<file path="src/rtl/tpd_pkg.sv">
package tpd_pkg;
    localparam int RAW_W    = 10;
    localparam int RANGE_W  = 2;
    localparam int SAMPLE_W = 15;
    localparam int EVT_W    = 12;
    localparam int DROP_W   = 8;

    typedef logic [SAMPLE_W-1:0] sample_t;
    typedef logic [EVT_W-1:0]    evt_t;
endpackage

</file>
<file path="src/rtl/tpd_range_expander.sv">
module tpd_range_expander
    import tpd_pkg::*;
(
    input  logic [RAW_W-1:0]   code_i,
    input  logic [RANGE_W-1:0] range_i,
    output sample_t            lin_o
);
    localparam int PAD_W = SAMPLE_W - RAW_W;

    sample_t ext;

    // Gain ranges map to shifts of 0, 2, 4 and 5 bits.
    always_comb begin
        ext = {{PAD_W{1'b0}}, code_i};
        unique case (range_i)
            2'd0:    lin_o = ext;
            2'd1:    lin_o = ext << 2;
            2'd2:    lin_o = ext << 4;
            default: lin_o = ext << 5;
        endcase
    end
endmodule

</file>
<file path="src/rtl/tpd_delay_line.sv">
module tpd_delay_line
    import tpd_pkg::*;
#(
    parameter int DEPTH = 48
) (
    input  logic    clk,
    input  logic    rst,
    input  logic    shift_i,
    input  sample_t din_i,
    output sample_t tap_o
);
    sample_t line_d [DEPTH];
    sample_t line_q [DEPTH];

    always_comb begin
        line_d = line_q;
        if (shift_i) begin
            line_d[0] = din_i;
            for (int i = 1; i < DEPTH; i++) begin
                line_d[i] = line_q[i-1];
            end
        end
    end

    always_ff @(posedge clk) begin
        if (rst) begin
            for (int i = 0; i < DEPTH; i++) begin
                line_q[i] <= '0;
            end
        end else begin
            line_q <= line_d;
        end
    end

    assign tap_o = line_q[DEPTH-1];


    tap_hold_chk: assert property (@(posedge clk) disable iff (rst)
        !shift_i |=> $stable(tap_o));
endmodule

</file>
<file path="src/rtl/tpd_peak_search.sv">
module tpd_peak_search
    import tpd_pkg::*;
#(
    parameter int WIN   = 30,
    parameter int IDX_W = 5
) (
    input  logic              clk,
    input  logic              rst,
    input  logic              step_i,
    input  logic              trig_i,
    input  sample_t           tap_i,
    output logic              push_o,
    output sample_t           peak_o,
    output logic [IDX_W-1:0]  idx_o,
    output evt_t              evt_o,
    output logic              busy_o,
    output logic [DROP_W-1:0] drops_o
);
    localparam logic [IDX_W-1:0] LAST = IDX_W'(WIN - 1);

    typedef struct packed {
        logic              busy;
        logic [IDX_W-1:0]  cnt;
        sample_t           best;
        logic [IDX_W-1:0]  best_idx;
        evt_t              tag;
        evt_t              evt_next;
        logic [DROP_W-1:0] drops;
    } st_t;

    st_t st_d, st_q;
    logic take;
    sample_t cand_best;
    logic [IDX_W-1:0] cand_idx;

    always_comb begin
        st_d      = st_q;
        push_o    = 1'b0;
        // Strict compare keeps the earliest of equal maxima.
        take      = step_i && ((st_q.cnt == '0) || (tap_i > st_q.best));
        cand_best = take ? tap_i    : st_q.best;
        cand_idx  = take ? st_q.cnt : st_q.best_idx;
        if (st_q.busy) begin
            if (trig_i) begin
                st_d.drops = st_q.drops + 1'b1;
            end
            if (step_i) begin
                st_d.best     = cand_best;
                st_d.best_idx = cand_idx;
                if (st_q.cnt == LAST) begin
                    push_o    = 1'b1;
                    st_d.busy = 1'b0;
                    st_d.cnt  = '0;
                end else begin
                    st_d.cnt = st_q.cnt + 1'b1;
                end
            end
        end else if (trig_i) begin
            st_d.busy     = 1'b1;
            st_d.cnt      = '0;
            st_d.tag      = st_q.evt_next;
            st_d.evt_next = st_q.evt_next + 1'b1;
        end
    end

    always_ff @(posedge clk) begin
        if (rst) begin
            st_q <= '0;
        end else begin
            st_q <= st_d;
        end
    end

    assign peak_o  = cand_best;
    assign idx_o   = cand_idx;
    assign evt_o   = st_q.tag;
    assign busy_o  = st_q.busy;
    assign drops_o = st_q.drops;


    retrig_drop_chk: assert property (@(posedge clk) disable iff (rst)
        (busy_o && trig_i) |=> (drops_o != $past(drops_o)));


    retrig_tag_chk: assert property (@(posedge clk) disable iff (rst)
        (busy_o && trig_i) |=> $stable(evt_o));


    window_bound_chk: assert property (@(posedge clk) disable iff (rst)
        push_o |=> !busy_o);
endmodule

</file>
<file path="src/rtl/tpd_result_fifo.sv">
module tpd_result_fifo #(
    parameter int DEPTH = 16,
    parameter int W     = 32
) (
    input  logic         clk,
    input  logic         rst,
    input  logic         push_i,
    input  logic [W-1:0] data_i,
    input  logic         pop_i,
    output logic         valid_o,
    output logic [W-1:0] data_o,
    output logic         ovf_o
);
    localparam int PTR_W = (DEPTH > 1) ? $clog2(DEPTH) : 1;
    localparam int CNT_W = $clog2(DEPTH + 1);
    localparam logic [CNT_W-1:0] FULL_CNT = CNT_W'(DEPTH);
    localparam logic [PTR_W-1:0] LAST_PTR = PTR_W'(DEPTH - 1);

    typedef struct packed {
        logic [PTR_W-1:0] wptr;
        logic [PTR_W-1:0] rptr;
        logic [CNT_W-1:0] count;
        logic             ovf;
    } fst_t;

    fst_t fs_d, fs_q;
    logic [W-1:0] mem [DEPTH];
    logic do_push, do_pop, full;

    always_comb begin
        fs_d    = fs_q;
        full    = (fs_q.count == FULL_CNT);
        do_push = push_i && !full;
        do_pop  = pop_i && (fs_q.count != '0);
        if (push_i && full) begin
            fs_d.ovf = 1'b1;
        end
        if (do_push) begin
            fs_d.wptr = (fs_q.wptr == LAST_PTR) ? '0 : fs_q.wptr + 1'b1;
        end
        if (do_pop) begin
            fs_d.rptr = (fs_q.rptr == LAST_PTR) ? '0 : fs_q.rptr + 1'b1;
        end
        if (do_push && !do_pop) begin
            fs_d.count = fs_q.count + 1'b1;
        end else if (do_pop && !do_push) begin
            fs_d.count = fs_q.count - 1'b1;
        end
    end

    always_ff @(posedge clk) begin
        if (rst) begin
            fs_q <= '0;
        end else begin
            fs_q <= fs_d;
        end
    end

    always_ff @(posedge clk) begin
        if (do_push) begin
            mem[fs_q.wptr] <= data_i;
        end
    end

    assign valid_o = (fs_q.count != '0);
    assign data_o  = mem[fs_q.rptr];
    assign ovf_o   = fs_q.ovf;


    full_discard_chk: assert property (@(posedge clk) disable iff (rst)
        (push_i && fs_q.count == FULL_CNT) |=> ovf_o);


    sticky_ovf_chk: assert property (@(posedge clk) disable iff (rst)
        ovf_o |=> ovf_o);
endmodule

</file>
<file path="src/rtl/trig_peak_digitizer.sv">
module trig_peak_digitizer
    import tpd_pkg::*;
#(
    parameter int PIPE_DEPTH = 48,
    parameter int WIN_LEN    = 30,
    parameter int FIFO_DEPTH = 16,
    parameter int IDX_W      = (WIN_LEN > 1) ? $clog2(WIN_LEN) : 1
) (
    input  logic              clk,
    input  logic              rst,
    input  logic              smp_valid,
    input  logic [9:0]        smp_code,
    input  logic [1:0]        smp_range,
    input  logic              l1_accept,
    input  logic              rd_en,
    output logic              rd_valid,
    output logic [14:0]       rd_peak,
    output logic [IDX_W-1:0]  rd_index,
    output logic [11:0]       rd_event,
    output logic              search_busy,
    output logic              overflow,
    output logic [7:0]        drop_count
);
    localparam int ENTRY_W = IDX_W + EVT_W + SAMPLE_W;

    sample_t lin, tap, peak;
    logic push;
    logic [IDX_W-1:0] idx;
    evt_t evt;
    logic [ENTRY_W-1:0] head;

    tpd_range_expander u_expand (
        .code_i  (smp_code),
        .range_i (smp_range),
        .lin_o   (lin)
    );

    tpd_delay_line #(.DEPTH(PIPE_DEPTH)) u_delay (
        .clk     (clk),
        .rst     (rst),
        .shift_i (smp_valid),
        .din_i   (lin),
        .tap_o   (tap)
    );

    tpd_peak_search #(.WIN(WIN_LEN), .IDX_W(IDX_W)) u_search (
        .clk     (clk),
        .rst     (rst),
        .step_i  (smp_valid),
        .trig_i  (l1_accept),
        .tap_i   (tap),
        .push_o  (push),
        .peak_o  (peak),
        .idx_o   (idx),
        .evt_o   (evt),
        .busy_o  (search_busy),
        .drops_o (drop_count)
    );

    tpd_result_fifo #(.DEPTH(FIFO_DEPTH), .W(ENTRY_W)) u_fifo (
        .clk     (clk),
        .rst     (rst),
        .push_i  (push),
        .data_i  ({idx, evt, peak}),
        .pop_i   (rd_en),
        .valid_o (rd_valid),
        .data_o  (head),
        .ovf_o   (overflow)
    );

    assign {rd_index, rd_event, rd_peak} = head;


    pop_only_chk: assert property (@(posedge clk) disable iff (rst)
        $fell(rd_valid) |-> $past(rd_en));
endmodule

</file>
<file path="config.mk">
export PLATFORM = sky130hd
export DESIGN_NAME = trig_peak_digitizer
export DESIGN_NICKNAME = d
export VERILOG_FILES = /design/src/rtl/tpd_pkg.sv /design/src/rtl/tpd_range_expander.sv /design/src/rtl/tpd_delay_line.sv /design/src/rtl/tpd_peak_search.sv /design/src/rtl/tpd_result_fifo.sv /design/src/rtl/trig_peak_digitizer.sv
export SDC_FILE = /design/constraint.sdc
export NUM_CORES = 2
export LEC_CHECK = 0
export BUFFER_PORTS_ARGS = -buffer_cell sky130_fd_sc_hd__buf_2
export CORE_MARGIN = 4
export CORE_UTILIZATION = 55
export CTS_CLUSTER_SIZE = 8
export DETAILED_ROUTE_END_ITERATION = 10
export GPL_TIMING_DRIVEN = 0
export HOLD_SLACK_MARGIN = 0.15
export PLACE_DENSITY = 0.74
export SYNTH_ARGS = -nofsm -noshare
export SYNTH_HDL_FRONTEND = slang
export SYNTH_SLANG_ARGS = --single-unit
export TNS_END_PERCENT = 1
</file>
<file path="constraint.sdc">
create_clock -name clk -period 9.64 [get_ports clk]
set_input_delay 1.928 -clock clk [delete_from_list [all_inputs] [get_ports clk]]
set_output_delay 1.928 -clock clk [all_outputs]
set_load 0.02 [all_outputs]
</file>
==> impl_metrics.tcl <==
set metrics [dict create \
    cts-htree-levels 4 \
    end_kind "output pin" \
    diodes 0 \
    worst_pin_slew_ns 1.268 \
    syn-mean-instance-area_um2 13.73 \
    fin_crit_sh_pct 58.20 \
    async_flop_share_pct 0 \
    n_fill_cell 6273 \
    grt_use_total_pct 22.09 \
    pwr_density_cell_mw_per_mm2 209.1 \
    design.portCount 60 \
    cts_tree "yes" \
    hp-start "u_search.st_q[19]" \
    numPlacedInstances 4771 \
    wirelength_um 101700 \
    required_ns 7.71 \
    fin_crit_ns 5.611 \
    cts_setup_buffers 0 \
    yosys_warnings 0 \
    num_vias 27820 \
    die_w_um 304.9 \
    clock.fmax_ghz 0.1782 \
    nets 3846 \
    clock_path_buffers 3 \
    drv_slew 0 \
    max_slew_margin_pct 15.48 \
    rsz0062_at_grt "false" \
    insertion_delay_ns 0.77 \
    skew_ns 0.02822 \
    drive_above_1_share_pct 15.40 \
    syn_to_final_growth_pct 15.02 \
    finalSetupViolCount 0 \
    dp_hpwl_um 63080 \
    synthCells 3532 \
    holdPathStages 2 \
    grt_pass1_vias 28410 \
    drc_errors 0 \
    first_pass_iters 7 \
    port_buffers 56 \
    viasPerCell 5.550 \
    start_kind "flop" \
    synth-edff-count 512 \
    grt-ovfl-total 0 \
    clkTransAtPathRegs_ns 0.05 \
    timing.setup.critical_path_class "reg -> out" \
    row_count 108 \
    ys_ff_latch 1308 \
    die_y_um 304.9 \
    synthFlopType "dfxtp_1" \
    fin_cells 5013 \
    cts_resized 0 \
    design_area_mm2 0.05578 \
    rr_startpoint "u_search.st_q[52]" \
    antenna_found_initial 2 \
    final_hold_viol_count 0 \
    whs_ns 0.4652 \
    min_to "u_search.evt_o[11]" \
    synth_seq_area_share_pct 64.56 \
    cap_violations 0 \
    synth_area_mm2 0.04850 \
    setup_tns_ns 0 \
    design.die.area_mm2 0.09299 \
    cts_root_buf "clkbuf_16" \
    grt_pass1_wl_um 161700 \
    initial_core_util_pct 55.64 \
    total_leakage_power_nw 21.03 \
    detail-route-antenna-nets 0 \
    status "completed" \
    synth_nets 3579 \
    place_area_mm2 0.05076 \
    grt_max_degree 23 \
    crit_path_max_fanout 10 \
    reg2reg_slack_ns 6.24 \
    clock-sinks 1308 \
    cts_hold_buf 0 \
    timing.rr.end "u_fifo.mem[1][17]" \
    first_iter_violations 1893 \
    reg2reg_depth 8 \
    final_util_pct 64.00 \
    place_congestion 0.7560 \
    vdd_ir_drop_max_v 0.0001816 \
    yosys.cell_types.count 47 \
    cts_buffers 181 \
    min_path_type "reg -> reg" \
    avgRoutedWirePerCell_um 20.29 \
    arrival_ns 3.68 \
    core_mm2 0.08716 \
]
worst max path at each step:
stage	start	endpoint	slack (ns)
floorplan	smp_valid	u_fifo.mem[3][0]	4.38
global placement	smp_valid	u_fifo.mem[3][22]	1.13
detailed placement	flop	rd_index[3]	4.88
CTS	flop	rd_index[3]	4.02
global route	flop	rd_index[3]	3.92
finish	flop	rd_index[3]	4.03
where the power goes:
part	leakage [nW]	switching (W)	internal (W)
clock	2.43	0.00227	0.00339
combinational	7.84	0.000174	0.0000987
sequential	10.8	0.00000793	0.00573
total	21.0	0.00245	0.00922
stage by stage:
step	total power (W)	worst slack, ns
global placement	0.006111	1.127
global route	0.01204	3.921
detailed placement	0.006113	4.881
floorplan	0.006046	4.376
CTS	0.01176	4.020
finish	0.01167	4.029
placed cells by master, fill, tap and decap left out, types with 8 or more instances in the layout:
| cell | synthesis | final |
|---|---|---|
| buf_1 | 22 | 22 |
| nand4_1 | 8 | 8 |
| buf_6 | 3 | 14 |
| clkbuf_16 | 0 | 181 |
| ha_1 | 29 | 29 |
| mux2_2 | 22 | 22 |
| xor2_1 | 15 | 15 |
| edfxtp_1 | 512 | 512 |
| nor2_4 | 0 | 12 |
| nor2_1 | 774 | 762 |
| a21oi_1 | 44 | 44 |
| nand2_1 | 54 | 54 |
| mux4_2 | 165 | 165 |
| buf_4 | 9 | 13 |
| buf_12 | 0 | 10 |
| clkbuf_1 | 102 | 147 |
| o21ai_0 | 8 | 8 |
| buf_2 | 91 | 147 |
| mux2i_1 | 738 | 738 |
| nand3_1 | 16 | 16 |
| inv_1 | 24 | 24 |
| xnor2_1 | 8 | 8 |
| nand2b_1 | 44 | 44 |
| dfxtp_1 | 796 | 796 |
cell type report:
cell class | count | area (um2) | share of cell area (%)
plain buffers | 229 | 1050 | 1.882
clock buffers | 226 | 4698 | 8.423
clock inverters | 16 | 325.3 | 0.5832
inverters | 24 | 90.09 | 0.1615
multi-input cells | 1971 | 16160 | 28.97
flip-flops and latches | 1308 | 31310 | 56.13
well taps | 1155 | 1445 | 2.591
repair buffers | 84 | 704.4 | 1.263
cell families (layout without fill, tap and decap cells):
| kind of cell | count (synthesis) | in the layout | share of synthesized area, % |
|---|---|---|---|
| fa+ha+maj | 30 | 30 | 0.7895 |
| mux | 925 | 925 | 23.40 |
| simple gates | 926 | 926 | 7.675 |
| xor+xnor | 23 | 23 | 0.4154 |
| buf+inv | 253 | 579 | 2.350 |
| flops | 1308 | 1308 | 64.56 |
| compound gates | 67 | 67 | 0.8049 |
critical path, stage by stage, from the launching register on:
cell and delay, ns:
dfxtp_1 0.34, clkbuf_1 0.73, clkbuf_1 0.69, mux4_2 0.43
mux4_2 0.55, buf_2 0.19
Yosys cell counts, types with 24 or more instances:
cell / number / area [um2]
dfxtp_1: 796 / 15940
nor2_1: 774 / 2905
mux2i_1: 738 / 7387
edfxtp_1: 512 / 15370
mux4_2: 165 / 3716
clkbuf_1: 102 / 382.9
buf_2: 91 / 455.4
nand2_1: 54 / 202.7
a21oi_1: 44 / 220.2
nand2b_1: 44 / 275.3
ha_1: 29 / 362.9
inv_1: 24 / 90.09
layer usage:
| metal | track usage, % | wire length [um] | share of wire [%] |
|---|---|---|---|
| met2 | 36.08 | 48700 | 48 |
| met5 | 0 | 12 | 0.012 |
| met4 | 8.543 | 3495 | 3.4 |
| met1 | 28.75 | 42460 | 42 |
| met3 | 5.326 | 7038 | 6.9 |
registers in the layout, summed over array words and instances (netlist names), named ones only:
signal and flops:
u_search.st_q 37, u_search.evt_o 12, u_delay.tap_o 15, u_fifo.fs_q 13, u_search.busy_o 1, u_search.drops_o 8
u_fifo.mem 512, u_delay.line_q 705, u_fifo.ovf_o 1
(Power assumes the default switching activity.)
